<file path="config.mk">
export PLATFORM = sky130hd
export DESIGN_NAME = agc_hold_ctrl
export DESIGN_NICKNAME = d
export VERILOG_FILES = /design/src/rtl/agc_pkg.sv /design/src/rtl/agc_mode_reg.sv /design/src/rtl/agc_release_cmp.sv /design/src/rtl/agc_hold_timer.sv /design/src/rtl/agc_hold_ctrl.sv
export SDC_FILE = /design/constraint.sdc
export NUM_CORES = 1
export LEC_CHECK = 0
export BUFFER_PORTS_ARGS = -buffer_cell sky130_fd_sc_hd__clkbuf_2
export CORE_MARGIN = 2
export CORE_UTILIZATION = 45
export DETAILED_ROUTE_END_ITERATION = 7
export PLACE_DENSITY = 0.75
export SETUP_SLACK_MARGIN = 0.5
export SYNTH_ARGS = -nofsm -noshare
export SYNTH_HDL_FRONTEND = slang
export SYNTH_SLANG_ARGS = --single-unit
</file>
<file path="constraint.sdc">
create_clock -name clk_i -period 5.6 [get_ports clk_i]
set_input_delay 1.12 -clock clk_i [delete_from_list [all_inputs] [get_ports clk_i]]
set_output_delay 1.12 -clock clk_i [all_outputs]
set_load 0.03 [all_outputs]
</file>
<file path="src/rtl/agc_pkg.sv">
package agc_pkg;
  typedef enum logic [1:0] {
    AGC_NORMAL   = 2'b00,
    AGC_DEFEAT   = 2'b01,
    AGC_LATCH    = 2'b10,
    AGC_NORMAL_B = 2'b11
  } agc_mode_e;
endpackage

</file>
<file path="src/rtl/agc_mode_reg.sv">
module agc_mode_reg
  import agc_pkg::*;
(
  input  logic      clk_i,
  input  logic      rst_ni,
  input  logic      capture_i,
  input  logic [1:0] mode_i,
  output agc_mode_e mode_o
);
  always_ff @(posedge clk_i or negedge rst_ni) begin
    if (!rst_ni)        mode_o <= AGC_NORMAL;
    else if (capture_i) mode_o <= agc_mode_e'(mode_i);
  end
endmodule

</file>
<file path="src/rtl/agc_release_cmp.sv">
module agc_release_cmp #(
  parameter int PW = 8
) (
  input  logic [PW-1:0] peak_i,
  input  logic [PW-1:0] thr_i,
  output logic          rel_o
);
  localparam int CW = PW + 3;
  logic [CW-1:0] peak_x4, thr_x5;

  always_comb begin
    peak_x4 = {1'b0, peak_i, 2'b00};
    thr_x5  = {3'b000, thr_i} + {1'b0, thr_i, 2'b00};
    rel_o   = (thr_i != '0) && (peak_x4 < thr_x5);
  end
endmodule

</file>
<file path="src/rtl/agc_hold_timer.sv">
module agc_hold_timer #(
  parameter int HW = 8
) (
  input  logic          clk_i,
  input  logic          rst_ni,
  input  logic          clr_i,
  input  logic          load_i,
  input  logic [HW-1:0] load_val_i,
  input  logic          dec_i,
  output logic          zero_o
);
  logic [HW-1:0] cnt_q;

  always_ff @(posedge clk_i or negedge rst_ni) begin
    if (!rst_ni)                   cnt_q <= '0;
    else if (clr_i)                cnt_q <= '0;
    else if (load_i)               cnt_q <= load_val_i;
    else if (dec_i && !zero_o)     cnt_q <= cnt_q - 1'b1;
  end

  assign zero_o = (cnt_q == '0);
endmodule

</file>
<file path="src/rtl/agc_hold_ctrl.sv">
module agc_hold_ctrl
  import agc_pkg::*;
#(
  parameter int PW = 8,
  parameter int HW = 8
) (
  input  logic          clk_i,
  input  logic          rst_ni,
  input  logic          rx_active_i,
  input  logic [1:0]    mode_i,
  input  logic          sat_i,
  input  logic [PW-1:0] peak_i,
  input  logic [PW-1:0] thr_i,
  input  logic [HW-1:0] hold_cycles_i,
  output logic          gain_low_o,
  output logic          hold_lock_o
);
  agc_mode_e mode_q;
  logic      rel_req, tmr_zero, sat_ok, is_latch, eng_q;

  agc_mode_reg u_mode (
    .clk_i     (clk_i),
    .rst_ni    (rst_ni),
    .capture_i (!rx_active_i),
    .mode_i    (mode_i),
    .mode_o    (mode_q)
  );

  agc_release_cmp #(.PW(PW)) u_cmp (
    .peak_i (peak_i),
    .thr_i  (thr_i),
    .rel_o  (rel_req)
  );

  assign sat_ok   = sat_i && (mode_q != AGC_DEFEAT);
  assign is_latch = (mode_q == AGC_LATCH);

  agc_hold_timer #(.HW(HW)) u_tmr (
    .clk_i      (clk_i),
    .rst_ni     (rst_ni),
    .clr_i      (!rx_active_i),
    .load_i     (sat_ok),
    .load_val_i (hold_cycles_i),
    .dec_i      (eng_q),
    .zero_o     (tmr_zero)
  );

  always_ff @(posedge clk_i or negedge rst_ni) begin
    if (!rst_ni)                                   eng_q <= 1'b0;
    else if (!rx_active_i)                         eng_q <= 1'b0;
    else if (sat_ok)                               eng_q <= 1'b1;
    else if (tmr_zero && rel_req && !is_latch)     eng_q <= 1'b0;
  end

  assign gain_low_o  = eng_q;
  assign hold_lock_o = eng_q && (!tmr_zero || is_latch);
endmodule

</file>
==> flow_summary.yaml, run 1 <==
critical_path:
  worst_ep_arrival_time_ps: 3430
  cp_data_required_time_ps: 5740
  crit_type: "input pin to register"
  worst_setup_path_start_kind: "input pin"
  endpoint_kind: "register"
  crit_path_max_fanout: 3
sta:
  hold_violations: 0
  finalCritPeriodShare_pct: 58.7
  finalSetupViolCount: 0
  slew_violations: 0
  grt_setup_unrepaired: "no"
  worstMarginPinSlew_ps: 1080
  max_freq_mhz: 304
  hold_ws_ps: 543
  period_minus_slack_ps: 3290
  finalSetupTns_ps: 0
  setup_slack_ps: 2310
  skew_ps: 4.91
  maxSlewHeadroom_pct: 27.5
floorplanning:
  core_area_um2: 2450
  die_h_um: 54.7
  die_area_um2: 3000
  die_w_um: 54.7
  fp-row-count: 18
  pin_count: 32
  initial_core_util_pct: 47.2
routing:
  drt_wl_total_um: 2900
  routed.top_layer: "met4"
  dr_wl_met2_um: 1500
  wire_per_inst_um: 14.8
  wl_met1_um: 1250
  num_vias: 1127
  drt_iter0_drc: 26
  route.met3.wl_um: 120
  antenna_left: 0
  vias_per_cell: 5.75
  dr.pass1.iters: 4
  drc_errors: 0
logic_synthesis:
  syn_inst: 132
  synth_most_common_cell: "nor2_1"
  syn_nets: 179
  yosysTopAreaCell: "dfrtp_1"
  yosysSeqAreaShare_pct: 23.8
  synth-seq-cells: 11
  netlist_top_cells_area: "dfrtp_1, ha_1, nor2_1"
  synth.distinct_cells: 36
  ys_warn_count: 0
  synth_area_um2: 1160
  synth_edf_count: 0
  synthTopCellsByCount: "nor2_1, ha_1, dfrtp_1, inv_1, a211oi_1"
  synth-main-ff-cell: "dfrtp_1"
  async_flop_share_pct: 100
  synth_top_area_share_pct: 23.8
  avgSynthCellArea_um2: 8.78
cts:
  cts-resized-gates: 0
  clock_latency_ps: 270
  cts_hold_buf: 0
  clk_pin_slew_ps: 70
  post_cts_buffers: 0
  numCtsBuffers: 3
  clock_path_buffers: 2
  cts_sinks: 11
  root_buffer: "clkbuf_4"
  htreeDepth: 1
  cts_tree: "yes"
finish:
  n_fill_cell: 227
  seqCellArea_um2: 275
  multiInputGateArea_um2: 837
  syn_to_final_growth_pct: 18.5
  num_antenna_cells: 0
  final_cell_area_um2: 1370
  final_nets: 214
  drive_gt1_share_pct: 25.3
power:
  power.leakage_nw: 0.640
  p_per_area_nw_per_um2: 228
  fin_total_pwr_mw: 0.313
  ir_drop_uv: 141
placement:
  dp_hpwl_um: 2370
  dpl_cell_area_um2: 1350
  place_congestion: 0.859
  port_buffers: 31
  pre_cts_ws_ps: 2050
global_routing:
  grt_pass1_wl_um: 4820
  antenna_found_initial: 0
  grt_overflow: 0
  first_global_vias: 1129
  grt_max_degree: 19
  track_usage_pct: 22.7
hold_path:
  hold_class: "register to register"
job:
  drv_cap: 0
run_status:
  outcome: "complete, no violations"
==> per-layer routing <==
metal,vias up,GRT usage [%]
met5,-,0
met3,4,3.28
met4,0,10.4
met2,34,39.1
met1,529,27.4
li1,560,-
==> cells in the final DEF (no fill, tap or decap), drive strengths merged, types with 4 or more instances in the layout <==
master   instances
clkbuf          35
ha              16
dfrtp           11
nor2            17
nor3             4
a211oi           9
o21ai            9
inv             11
a2111oi          4
nand2            5
xor2             4
xnor2            4
a21oi            7
==> worst paths after layout <==
kind                                  start          endpoint  slack [ps]  cells after the start
max in group asynchronous            rst_ni        gain_low_o        4650                      1
max reg2reg                  u_tmr.cnt_q[0]    u_tmr.cnt_q[1]        3640                      6
min                        u_mode.mode_o[1]  u_mode.mode_o[1]         540                      1
min reg2reg                u_mode.mode_o[1]  u_mode.mode_o[1]         540                      1
max                                thr_i[0]        gain_low_o        2310                     13
min in group asynchronous            rst_ni    u_tmr.cnt_q[0]         720                      1
==> state kept, by name (all words and copies together) (netlist names) <==
register,cells
u_mode.mode_o,2
gain_low_o,1
u_tmr.cnt_q,8
==> critical path, cell delays in order <==
cell       delay, ps
clkbuf_2         110
ha_1             170
inv_1             60
fa_1             390
nor2b_1          170
o31ai_1          120
a21oi_1          170
xnor2_1          140
ha_1             270
nand4_1          120
nor3_1            60
a2111oi_0        400
o32ai_1          120
==> where the power goes <==
group / total, mW / switching (mW) / internal (mW)
Combinational: 0.154 / 0.0857 / 0.0687
Sequential: 0.104 / 0.0137 / 0.0902
Clock: 0.0549 / 0.0274 / 0.0276
==> metrics by stage <==
stage               cells  utilization, %
CTS                   196            55.9
detailed placement    192            54.8
global route          196            55.9
floorplan             132               -
global placement      192            54.8
finish                196            55.9
==> cell families after synthesis <==
kind of cell / count (synthesis) / share of synthesized area (%)
flip-flops: 11 / 23.8
buffers and inverters: 12 / 4.00
XOR/XNOR: 8 / 6.05
multiplexers: 5 / 4.64
AO/OA/AOI/OAI: 38 / 24.0
adder cells (fa/ha/maj): 17 / 19.0
AND/OR/NAND/NOR: 41 / 18.6
==> cell type report <==
type | instances | share of cell area (%)
repair buffers | 31 | 11.3
multi-input cells | 109 | 61.0
flip-flops and latches | 11 | 20.1
inverters | 11 | 3.01
well taps | 30 | 2.73
clock buffers | 4 | 1.91
Note: power is estimated with default switching activity, not from simulation.
==> run 2: changes to the inputs <==
==> constraint.sdc (replaced) <==
create_clock -name clk_i -period 3.3 [get_ports clk_i]
set_input_delay 0.66 -clock clk_i [delete_from_list [all_inputs] [get_ports clk_i]]
set_output_delay 0.66 -clock clk_i [all_outputs]
set_load 0.03 [all_outputs]
==> run 2 against run 1 <==
First-iteration DRC count is 12% higher. Design area is 4.6% higher. Critical path depth stayed put. Sequential share of layout area is 0.87 points lower. Sequential power is 69% higher. Global-route usage stayed put. Non-clock buffer count is 1 higher. Largest cell class unchanged.
==> flow_summary.yaml, run 2 (synthesized netlist as in run 1, its figures left out) <==
placement:
  place_congestion: 0.859
  port_buffers: 31
  dp_hpwl_um: 2370
sta:
  max_freq_mhz: 369
  worstMarginPinSlew_ps: 1090
  hold_violations: 0
  finalSetupViolCount: 0
  maxSlewHeadroom_pct: 26.8
  grt_setup_unrepaired: "no"
  slew_violations: 0
  finalCritPeriodShare_pct: 82.2
  hold_ws_ps: 257
  period_minus_slack_ps: 2710
  finalSetupTns_ps: 0
  skew_ps: 2.91
floorplanning:
  core_area_um2: 2450
  pin_count: 32
  die_w_um: 54.7
  die_h_um: 54.7
  fp-row-count: 18
  die_area_um2: 3000
  initial_core_util_pct: 47.2
finish:
  top_register: "u_tmr.cnt_q"
  largest_reg_flops: 8
  n_fill_cell: 218
  final_common_cell: "clkbuf_2"
  seqCellArea_um2: 275
  num_antenna_cells: 0
  mostFrequentLayoutCells: "clkbuf_2, nor2_1, ha_1, inv_1, dfrtp_1"
  syn_to_final_growth_pct: 23.9
  drive_gt1_share_pct: 29.9
  final_nets: 215
  multiInputGateArea_um2: 890
critical_path:
  worst_ep_arrival_time_ps: 2880
  endpoint_kind: "register"
  r2r_cells: 6
  rrSetupSlack_ps: 1320
  worst_setup_path_start_kind: "input pin"
  cp_data_required_time_ps: 3470
  r2r_start: "u_tmr.cnt_q[0]"
  crit_type: "input pin to register"
  r2r_end: "gain_low_o"
  crit_path_max_fanout: 3
routing:
  wire_per_inst_um: 15.6
  vias_per_cell: 5.81
  antenna_left: 0
  drt_wl_total_um: 3080
  num_vias: 1144
  drt_iter0_drc: 29
  dr.pass1.iters: 4
  drc_errors: 0
power:
  power.leakage_nw: 0.652
  p_per_area_nw_per_um2: 385
  ir_drop_uv: 245
global_routing:
  grt_overflow: 0
  grt_max_degree: 19
  grt_pass1_wl_um: 4820
  track_usage_pct: 22.7
  antenna_found_initial: 0
  first_global_vias: 1129
cts:
  numCtsBuffers: 3
  htreeDepth: 1
  cts_hold_buf: 0
  cts_tree: "yes"
  clk_pin_slew_ps: 70
  cts_sinks: 11
  clock_latency_ps: 270
  root_buffer: "clkbuf_4"
  clock_path_buffers: 2
hold_path:
  hold_class: "input pin to asynchronous set/reset pin"
job:
  drv_cap: 0
run_status:
  outcome: "complete, no violations"
run 2: worst max-delay path by stage:
stage / from / endpoint / cells after the start
after floorplan: thr_i[0] / gain_low_o / 12
after global placement: thr_i[0] / gain_low_o / 13
after detailed placement: thr_i[0] / gain_low_o / 13
after CTS: thr_i[0] / gain_low_o / 13
after global routing: thr_i[2] / gain_low_o / 13
final: thr_i[2] / gain_low_o / 13
run 2: cell type report:
| type | count | area share (%) |
|---|---|---|
| timing repair buffer | 32 | 11.5 |
| inverter | 11 | 2.88 |
| clock buffer | 4 | 1.83 |
| tap | 30 | 2.62 |
| multi-input combinational | 109 | 62.0 |
| sequential | 11 | 19.2 |
run 2: worst max-delay path, cell delays in order:
cell and delay (ps):
clkbuf_2 130, ha_4 140, inv_1 50, fa_2 390, nor2b_4 180, o31ai_4 90
a21oi_2 160, xnor2_1 90, ha_1 300, nand4_1 100, nor3_2 230, a2111oi_2 100
o32ai_1 260
run 2: through the flow:
step / worst slack (ps) / total power, mW / util [%] / instance area [µm²] / cells
2_1_floorplan: 555 / 0.361 / - / 1160 / 132
3_3_place_gp: 319 / 0.422 / 54.8 / 1350 / 192
3_5_place_dp: 215 / 0.438 / 54.8 / 1350 / 192
4_1_cts: 515 / 0.537 / 56.0 / 1370 / 196
5_1_grt: 463 / 0.592 / 58.5 / 1440 / 197
6_report: 589 / 0.553 / 58.5 / 1440 / 197
run 2: power by group:
| group | switching [mW] | internal (mW) |
|---|---|---|
| registers | 0.0233 | 0.153 |
| logic | 0.157 | 0.125 |
| clock network | 0.0476 | 0.0468 |
| total | 0.228 | 0.325 |
run 2: layer usage:
layer  vias to the layer above  wire length [µm]  global-route usage, %
met3                         2               119                   3.28
met5                         -                 0                      0
li1                        564                 -                      -
met1                       545              1320                   27.4
met4                         0                19                   10.4
met2                        33              1620                   39.1
run 2: what timing repair did:
| item | 4_1_cts | 5_1_grt |
|---|---|---|
| setup buffers | 0 | 1 |
| pin swaps | 0 | 7 |
| hold endpoints to repair | 0 | 0 |
| gates resized for setup | 1 | 14 |
| endpoints found under the setup margin | 1 | 1 |
| gates cloned | 0 | 0 |
==> run 3: changes to the inputs <==
--- a/config.mk
+++ b/config.mk
@@ -9,7 +9,7 @@
 export CORE_MARGIN = 2
 export CORE_UTILIZATION = 45
 export DETAILED_ROUTE_END_ITERATION = 7
-export PLACE_DENSITY = 0.75
+export PLACE_DENSITY = 0.78
 export SETUP_SLACK_MARGIN = 0.5
 export SYNTH_ARGS = -nofsm -noshare
 export SYNTH_HDL_FRONTEND = slang
==> constraint.sdc (replaced) <==
create_clock -name clk_i -period 2.3 [get_ports clk_i]
set_input_delay 0.46 -clock clk_i [delete_from_list [all_inputs] [get_ports clk_i]]
set_output_delay 0.46 -clock clk_i [all_outputs]
set_load 0.03 [all_outputs]
==> run 3 against run 2 <==
The run now ends with negative setup slack left. Via count increased by 14%. Largest cell class unchanged. Die area unchanged. Critical path type unchanged. Critical path depth unchanged. First-iteration DRC count decreased by 38%. Global-route usage increased by 1.2 points. Sequential power increased by 46%. Combinational power increased by 82%.
==> flow_summary.yaml, run 3 (synthesized netlist as in run 1, its figures left out) <==
routing:
  route.met3.wl_um: 158
  antenna_left: 0
  drt_wl_total_um: 3480
  drt_iter0_drc: 18
  dr.pass1.iters: 5
  wl_met1_um: 1400
  dr_wl_met2_um: 1840
  vias_per_cell: 5.97
  wire_per_inst_um: 16.0
  routed.top_layer: "met4"
  drc_errors: 0
  num_vias: 1301
sta:
  worstMarginPinSlew_ps: 540
  period_minus_slack_ps: 2430
  hold_violations: 0
  maxSlewHeadroom_pct: 63.7
  finalCritPeriodShare_pct: 106
  grt_setup_unrepaired: "yes"
  finalSetupViolCount: 1
  max_freq_mhz: 412
  setup_slack_ps: -130
  skew_ps: 8.45
  slew_violations: 0
global_routing:
  grt_overflow: 0
  first_global_vias: 1191
  grt_pass1_wl_um: 5090
  track_usage_pct: 23.8
  grt_max_degree: 19
  antenna_found_initial: 0
job:
  drv_cap: 0
placement:
  port_buffers: 31
  dp_hpwl_um: 2570
  place_congestion: 0.813
  dpl_cell_area_um2: 1470
cts:
  clk_pin_slew_ps: 80
  cts_hold_buf: 0
  clock_latency_ps: 290
  numCtsBuffers: 3
  cts_sinks: 11
  clock_path_buffers: 2
  root_buffer: "clkbuf_4"
  cts_tree: "yes"
  htreeDepth: 1
finish:
  largest_reg_flops: 8
  mostFrequentLayoutCells: "clkbuf_2, buf_4, nor2_1, ha_1, dfrtp_1"
  num_antenna_cells: 0
  post-route-util_pct: 67.9
  top_register: "u_tmr.cnt_q"
  drive_gt1_share_pct: 43.6
  final_nets: 236
  final_common_cell: "clkbuf_2"
  syn_to_final_growth_pct: 44.0
  final_cell_area_um2: 1670
critical_path:
  crit_path_max_fanout: 2
  cp_data_required_time_ps: 2460
  endpoint_kind: "register"
  worst_ep_arrival_time_ps: 2590
  worst_setup_path_start_kind: "input pin"
  crit_type: "input pin to register"
floorplanning:
  die_area_um2: 3000
  pin_count: 32
  initial_core_util_pct: 47.2
  die_w_um: 54.7
  core_area_um2: 2450
  die_h_um: 54.7
  fp-row-count: 18
run_status:
  outcome: "finished, violations left"
  violations: "negative setup slack"
power:
  p_int_mw: 0.539
  p_switching_mw: 0.378
  power_frac_seq_pct: 28.0
  power.leakage_nw: 0.765
  p_per_area_nw_per_um2: 549
  combPwrFrac_pct: 55.9
  switching_share_pct: 41.2
  clockPowerShare_pct: 16.1
  ir_drop_uv: 519
hold_path:
  hold_class: "input pin to asynchronous set/reset pin"
[run 3: cell types whose count changed in the layout (fill, tap and decap cells not counted), moves of 2 or more]
cell	delta
buf_4	+19
clkbuf_2	-2
clkbuf_8	+3
inv_1	-3
inv_2	+3
nor4b_1	-2
nor4b_2	+2
[run 3: path summary, 6_finish.rpt]
path | startpoint | endpoint | slack (ps) | depth (start not counted)
max | thr_i[0] | gain_low_o | -130 | 13
min | rst_ni | u_tmr.cnt_q[7] | 30 | 1
max reg2reg | u_tmr.cnt_q[0] | u_tmr.cnt_q[1] | 240 | 7
min reg2reg | u_mode.mode_o[0] | u_mode.mode_o[0] | 550 | 1
max in group asynchronous | rst_ni | u_tmr.cnt_q[3] | 2010 | 1
min in group clk_i | mode_i[0] | u_mode.mode_o[0] | 410 | 2
[run 3: stage by stage]
step	cells	hold WS (ps)	total power [mW]	worst slack, ps	TNS, ps
after floorplan	132	164	0.523	-151	-151
after global placement	206	345	0.633	-361	-361
after detailed placement	206	354	0.657	-473	-473
after CTS	217	39.4	0.860	-72.7	-72.7
after global routing	218	54.2	0.973	-225	-225
final	218	33.0	0.916	-130	-130
[run 3: power by group through the flow]
stage | logic (mW) | clock network, mW | registers [mW]
floorplan | 0.268 | 0 | 0.255
global placement | 0.381 | 0 | 0.253
detailed placement | 0.401 | 0 | 0.256
CTS | 0.462 | 0.148 | 0.249
global route | 0.558 | 0.154 | 0.260
finish | 0.512 | 0.148 | 0.257
[run 3: metal layers]
layer,global-route usage (%),up-vias
li1,-,616
met1,27.0,619
met2,44.4,53
met3,3.01,13
met4,9.17,0
met5,0,-
[run 3: area by class of cell]
cell class / count / area [µm²]
Timing Repair Buffer: 53 / 350
Clock buffer: 4 / 26.3
Tap cell: 30 / 37.5
Sequential cell: 11 / 277
Multi-Input combinational cell: 109 / 936
Inverter: 11 / 41.3
Fill cell: 198 / 787
[run 3: critical path: stages]
cell and delay, ps:
clkbuf_8 110, ha_4 130, inv_2 40, fa_2 350, nor2b_2 150, o31ai_2 80
a21oi_1 190, xnor2_1 150, ha_1 270, nand4_1 80, nor3_1 50, a2111oi_1 390
o32ai_1 130
[run 3: what timing repair did]
action	4_1_cts	5_1_grt
setup endpoints to repair	3	8
hold endpoints to repair	0	0
setup buffers	7	1
pin swaps	10	8
cloned	0	0
gates resized for setup	12	12
